[src/rtl/amo_unit.sv]
module amo_unit #(
  parameter int DW      = 32,
  parameter int AW      = 4,
  parameter int MEM_LAT = 2
) (
  input  logic          clk,
  input  logic          rst_n,
  input  logic          req_valid,
  input  logic [2:0]    req_op,
  input  logic [AW-1:0] req_addr,
  input  logic [DW-1:0] req_opa,
  input  logic [DW-1:0] req_opb,
  output logic          busy,
  output logic          rsp_valid,
  output logic [DW-1:0] rsp_data,
  input  logic          snoop_valid,
  input  logic [AW-1:0] snoop_addr
);
  localparam int DEPTH = 1 << AW;
  localparam int CW    = $clog2(MEM_LAT + 1);
  localparam logic [CW-1:0] LAT_C = CW'(MEM_LAT);

  localparam logic [2:0] OP_LOAD  = 3'd0;
  localparam logic [2:0] OP_STORE = 3'd1;
  localparam logic [2:0] OP_FADD  = 3'd2;
  localparam logic [2:0] OP_CAS   = 3'd3;
  localparam logic [2:0] OP_LL    = 3'd4;
  localparam logic [2:0] OP_SC    = 3'd5;

  logic [DW-1:0] mem [DEPTH];
  logic [2:0]    op_q;
  logic [AW-1:0] addr_q;
  logic [DW-1:0] a_q, b_q, rd_q;
  logic [CW-1:0] cnt;
  logic          busy_q;
  logic          link_v;
  logic [AW-1:0] link_a;

  logic          accept, last, snoop_hit, link_ok, wr_sel, wr_en;
  logic [DW-1:0] wd, res;

  assign busy      = busy_q;
  assign accept    = req_valid && !busy_q;
  assign last      = busy_q && (cnt == CW'(1));
  assign snoop_hit = snoop_valid && link_v && (snoop_addr == link_a);
  assign link_ok   = link_v && !snoop_hit && (link_a == addr_q);
  assign wr_en     = last && wr_sel;

  always_comb begin
    wr_sel = 1'b0;
    wd     = a_q;
    res    = '0;
    case (op_q)
      OP_LOAD:  res = rd_q;
      OP_STORE: wr_sel = 1'b1;
      OP_FADD: begin
        wr_sel = 1'b1;
        wd     = rd_q + a_q;
        res    = rd_q;
      end
      OP_CAS: begin
        wr_sel = (rd_q == a_q);
        wd     = b_q;
        res    = rd_q;
      end
      OP_LL:    res = rd_q;
      OP_SC: begin
        wr_sel = link_ok;
        res    = {{(DW-1){1'b0}}, link_ok};
      end
      default: ;
    endcase
  end

  always_ff @(posedge clk) begin
    if (!rst_n) begin
      busy_q    <= 1'b0;
      cnt       <= '0;
      rsp_valid <= 1'b0;
      rsp_data  <= '0;
      op_q      <= OP_LOAD;
      addr_q    <= '0;
      a_q       <= '0;
      b_q       <= '0;
      rd_q      <= '0;
      link_v    <= 1'b0;
      link_a    <= '0;
      for (int i = 0; i < DEPTH; i++) mem[i] <= '0;
    end else begin
      rsp_valid <= last;
      if (last) begin
        rsp_data <= res;
        busy_q   <= 1'b0;
      end
      if (busy_q && !last) cnt <= cnt - 1'b1;
      if (accept) begin
        op_q   <= req_op;
        addr_q <= req_addr;
        a_q    <= req_opa;
        b_q    <= req_opb;
        rd_q   <= mem[req_addr];
        busy_q <= 1'b1;
        cnt    <= LAT_C;
      end
      if (wr_en) mem[addr_q] <= wd;
      if (snoop_hit || (wr_en && addr_q == link_a) || (last && op_q == OP_SC))
        link_v <= 1'b0;
      if (accept && req_op == OP_LL) begin
        link_v <= 1'b1;
        link_a <= req_addr;
      end
    end
  end
endmodule

[config.mk]
export PLATFORM = sky130hd
export DESIGN_NAME = amo_unit
export DESIGN_NICKNAME = d
export VERILOG_FILES = /design/src/rtl/amo_unit.sv
export SDC_FILE = /design/constraint.sdc
export NUM_CORES = 1
export LEC_CHECK = 0
export BUFFER_PORTS_ARGS = -buffer_cell sky130_fd_sc_hd__buf_2
export CORE_ASPECT_RATIO = 1.4
export CORE_MARGIN = 1.5
export CORE_UTILIZATION = 29
export DETAILED_ROUTE_END_ITERATION = 7
export GPL_TIMING_DRIVEN = 0
export PLACE_DENSITY = 0.42
export RECOVER_POWER = 100
export SYNTH_ARGS = -nofsm -noshare
export SYNTH_HDL_FRONTEND = slang
export SYNTH_SLANG_ARGS = --single-unit
[constraint.sdc]
create_clock -name clk -period 3.2 [get_ports clk]
set_input_delay 0.64 -clock clk [delete_from_list [all_inputs] [get_ports clk]]
set_output_delay 0.64 -clock clk [all_outputs]
set_load 0.02 [all_outputs]
## Word level (Yosys, flattened, before mapping)

Memories as Yosys holds them, arrays and structs flattened. A register that Yosys moved wholly into a read port is not among the register bits.
Cells that the tools add are included.
Widths: inputs -> output; s select.

| cells by class | value |
|---|---|
| $add $sub $neg | 2 |
| equality and inequality tests | 11 |
| muxes and demuxes | 16 |
| bitwise gates (word level) | 1 |
| reductions and logical operators | 25 |

Operators by type and width:

| operator | number |
|---|---|
| $pmux 32 s2 | 2 |
| $add 32x32->32 | 1 |
| $eq 32x32->1 | 1 |
| $mux 32 | 1 |
| $reduce_or 32->1 | 1 |
| $eq 4x4->1 | 3 |
| $logic_and 1x1->1 | 11 |
| $eq 3x3->1 const B | 3 |
| $mux 1 | 9 |
| $eq 3x2->1 const B | 2 |
| $reduce_bool 2->1 | 3 |
| $logic_not 1->1 | 4 |
| $mux 2 | 2 |
| $mux 4 | 1 |
| $reduce_or 2->1 | 2 |
| $reduce_or 4->1 | 1 |
| $eq 3x1->1 const B | 1 |
| $logic_not 3->1 | 1 |
| $pmux 1 s3 | 1 |
| $eq 2x1->1 const B | 1 |
| $logic_or 1x1->1 | 2 |
| $sub 2x1->2 const B | 1 |
| $not 1->1 | 1 |

| storage, ports and cells | value |
|---|---|
| register bits | 112 |
| RAM bits | 512 |
| output and inout bits | 34 |
| logic and storage cells | 67 |
| memories | 1 |

Memories:

| memory | depth | bits a word | read ports | clocked after Yosys merged registers in | write ports | RTL line | text |
|---|---|---|---|---|---|---|---|
| mem | 16 | 32 | 1 | 1 | 16 | 30 | `logic [DW-1:0] mem [DEPTH];` |

## Longest topological paths before layout

| logic depth | value |
|---|---|
| depth after elaboration | 12 |
| depth in mapped cells | 14 |
| mapped depth without buffers | 12 |

## Worst setup path after synthesis

Ideal clock, no wire load.

| timing | value |
|---|---|
| path kind | flip-flop to flip-flop |
| start | register a_q[18] |
| end | memory mem[14][0], enable pin |
| setup time | 0.389 ns |
| arrival | 3.104 ns |
| slack | -0.294 ns |
| cell stages (with the launch flop) | 11 |
| period minus slack after synthesis | 3.494 ns |
| cells stage by stage | dfxtp_1 > ha_1 > clkbuf_1 > or4_1 > nor4_1 > o31a_1 > nand2_1 > nor3_2 > nand3_1 > clkbuf_1 > nand2_1 |

RTL lines:

| what | RTL line | text |
|---|---|---|
| from (decl) | 33 | `logic [DW-1:0] a_q, b_q, rd_q;` |
| from (signal assigned) | 99 | `a_q <= req_opa;` |
| to (decl) | 30 |  |

==> reports/qor.tcl <==
set qor(outcome) {finished, violations left}
set qor(violated_checks) {negative setup slack}
set qor(static-leakage-power_nw) 13.86
set qor(critical-path-max-stage-delay_ns) 0.38
set qor(core-area_mm2) 0.1024
set qor(finalHoldViolations) 0
set qor(core.rowCount) 139
set qor(synthTopCellsByCount) {sky130_fd_sc_hd__edfxtp_1 (512), sky130_fd_sc_hd__nor2_1 (478), sky130_fd_sc_hd__nand2_1 (286), sky130_fd_sc_hd__clkbuf_1 (157), sky130_fd_sc_hd__mux4_2 (153)}
set qor(post_drt_via_cell_ratio) 5.070
set qor(cts.hold.buffers_added) 0
set qor(dr_total_vias) 21330
set qor(worstPathCellList) {ha_4, buf_6, nor4_4, nand4_1, nor4_4, o31a_1, nand2_4, nor3_4, buf_6, buf_12, nand2_8, clkbuf_16, nand2_4, buf_12}
set qor(met2WireLength_um) 64300
set qor(hold_class) {in2reg}
set qor(wirelength_met1_um) 40690
set qor(stdcell_area_mm2) 0.04006
set qor(cp_slowest_cell) {sky130_fd_sc_hd__dfxtp_4}
set qor(fmax_mhz) 288.6
set qor(synth_seq_cells) 656
set qor(mappedNetlistNets) 2501
set qor(floorplan.die.width_um) 274.4
set qor(synth.yosys.seq_area_share_pct) 61.04
set qor(post-place-cells) 3835
set qor(synth.lib_cells_used.distinct) 74
set qor(floorplan.die_area_mm2) 0.1051
set qor(timing.critical_path.to_type) {flip-flop}
set qor(cts_tree) {yes}
set qor(maxCapViolations) 0
set qor(grt_use_total_pct) 21.15
set qor(final_core_utilization_pct) 39.10
set qor(postRouteWirelength_um) 117400
set qor(gp_congestion) 0.9469
set qor(avgSynthCellArea_um2) 12.52
set qor(crit_path_arrival_time_ns) 3.80
set qor(finalCriticalPeriod_ns) 3.465
set qor(yosys.cell_count.top_type) {sky130_fd_sc_hd__edfxtp_1}
set qor(antenna_found_initial) 1
set qor(drt_pass1_iterations) 5
set qor(critPathMaxFanout) 16
set qor(grt_pass1_vias) 21630
set qor(crit_family) {simple AND/OR/NAND/NOR gates}
set qor(critical_path_required_ns) 3.54
set qor(placement.io_buffers) 107
set qor(rsz_0062_raised_after_global_routing) {true}
set qor(critical_path_class) {reg2reg}
set qor(setup_slack_ns) -0.2653
set qor(hold-worst-slack_ns) 0.2378
set qor(ant_nets) 0
set qor(wl_per_cell_um) 27.92
set qor(slew-limit-headroom_pct) 1.753
set qor(drive_above_1_share_pct) 33.97
set qor(synthFlopType) {sky130_fd_sc_hd__edfxtp_1}
set qor(layoutNonFillerInstCount) 4206
set qor(clkSlewWorstSetupHoldPaths_ns) 0.06
set qor(post_synth_instance_area_mm2) 0.02991
set qor(die-height_um) 383.0
set qor(drt_first_iter_violations) 1614
set qor(top_layer) {met4}
set qor(clock-sinks) 656
set qor(synth_largest_area_cell) {sky130_fd_sc_hd__edfxtp_1}
set qor(clk_root_buffer_cell) {sky130_fd_sc_hd__clkbuf_16}
set qor(synth_cells) 2389
set qor(grt_max_degree) 22
set qor(top_level_ports) 113
set qor(critical_path.startpoint_type) {flip-flop}
set qor(met3_wirelength_um) 4538
set qor(synth_top_cell_area_share_pct) 51.40
set qor(drcViolationCount) 0
set qor(n_antenna_cell) 0
set qor(worst_clock_skew_ns) 0.01930
set qor(post-route-period-util_pct) 108.3
set qor(initial_utilization_pct) 29.20
set qor(global_route_wire_length_before_repair_um) 155300
set qor(design.final.nets) 2925
set qor(tightestPinTransition_ns) 1.474
set qor(cts_inserted_buffers) 68
set qor(cts-root-to-sink-buffers) 3
set qor(fin_tns_setup_ns) -84.26
set qor(warning_count_from_the_yosys_run) 0
set qor(final_max_slew_viol_count) 0
set qor(worst_skew_pair.late_latency_ns) 0.65
set qor(place_area_mm2) 0.03218
set qor(dpl.hpwl_um) 79180
set qor(power.ir.vdd_worst_uv) 493.3
set qor(area_growth_pct) 33.91
set qor(power.density_mw_per_mm2) 515.5
set qor(setup_viol) 668
set qor(synth_top_cells_by_area) {sky130_fd_sc_hd__edfxtp_1 (51%), sky130_fd_sc_hd__mux4_2 (12%), sky130_fd_sc_hd__dfxtp_1 (9.6%)}
set qor(cts_max_level) 3
set qor(worstPathBufferInverterCount) 5
set qor(post_synth_edffs) 512
set qor(globalRoute.totalOverflow) 0
set qor(share_of_synthesized_flip_flops_with_an_asynchronous_set_or_reset_pct) 0
-- tightest hold or removal path, cell delays in order --
cell and delay [ns]:
sky130_fd_sc_hd__buf_2 0.09, sky130_fd_sc_hd__nand2_1 0.04, sky130_fd_sc_hd__a21boi_0 0.06
-- placed cells by master, fill, tap and decap left out, types with 29 or more instances in the layout --
cell type                     n
sky130_fd_sc_hd__buf_6       61
sky130_fd_sc_hd__buf_12      54
sky130_fd_sc_hd__buf_2       87
sky130_fd_sc_hd__nand2_1    257
sky130_fd_sc_hd__a21oi_1     41
sky130_fd_sc_hd__mux4_2     153
sky130_fd_sc_hd__edfxtp_1   512
sky130_fd_sc_hd__nand2_8     38
sky130_fd_sc_hd__dfxtp_2     32
sky130_fd_sc_hd__clkbuf_16  109
sky130_fd_sc_hd__a21boi_0   129
sky130_fd_sc_hd__nand3_1     37
sky130_fd_sc_hd__clkbuf_1   133
sky130_fd_sc_hd__nor3_1      29
sky130_fd_sc_hd__dfxtp_1     92
sky130_fd_sc_hd__buf_4      123
sky130_fd_sc_hd__nor2_2      54
sky130_fd_sc_hd__nor2_1     432
-- metal layers --
layer / GRT usage (%) / up-vias
met2: 40.55 / 652
met3: 2.541 / 234
li1: - / 9565
met1: 22.21 / 10880
met4: 11.08 / 0
met5: 0 / -
-- layout make-up --
class,instances,area (um2)
fillers,9762,62380
flip-flops and latches,656,18370
well taps,1339,1675
plain buffers,193,1420
clock buffers,91,1902
inverters,16,60.06
clock inverters,33,377.9
multi-input cells,1531,12660
repair buffers,347,3586
-- sequential cells by signal, summed over array words and instances (netlist names) --
register   cells
a_q           32
addr_q         4
b_q           32
busy           1
cnt            2
link_a         4
link_v         1
mem          512
op_q           3
rd_q          32
rsp_data      32
rsp_valid      1
-- worst paths after layout --
check             slack (ns)  depth (start not counted)         start           end
setup / recovery       -0.27                         14       a_q[14]     mem[4][1]
hold reg to reg         0.47                          2  rsp_data[31]  rsp_data[31]
setup reg to reg       -0.27                         14       a_q[14]     mem[4][1]
hold / removal          0.24                          3   req_opa[21]       a_q[21]
-- metrics by stage --
step | worst slack (ns) | power [W]
floorplan | 0.02692 | 0.01092
global placement | -2.191 | 0.01172
detailed placement | -2.136 | 0.01176
CTS | -0.3056 | 0.02038
global route | -0.2809 | 0.02129
finish | -0.2653 | 0.02065
-- cells by family after synthesis --
logic type               share of synthesized area [%]
flip-flops                                       61.04
adder cells (fa/ha/maj)                          1.405
multiplexers                                     12.47
AND/OR/NAND/NOR                                  13.28
XOR/XNOR                                        0.9370
AO/OA/AOI/OAI                                    7.826
buffers and inverters                            3.037
-- power by group --
group / internal [W] / switching (W) / total (W) / leakage [nW]
Sequential: 0.00945 / 0.000192 / 0.00964 / 6.50
Clock: 0.00477 / 0.00355 / 0.00832 / 1.11
Combinational: 0.00109 / 0.00159 / 0.00269 / 6.25
-- what timing repair did --
item	4_1_cts	5_1_grt
gates cloned	19	33
pin swaps	21	51
gates resized for setup	213	523
setup endpoints to repair	1034	1051
setup buffers	82	126
Note: power is estimated with default switching activity, not from simulation.
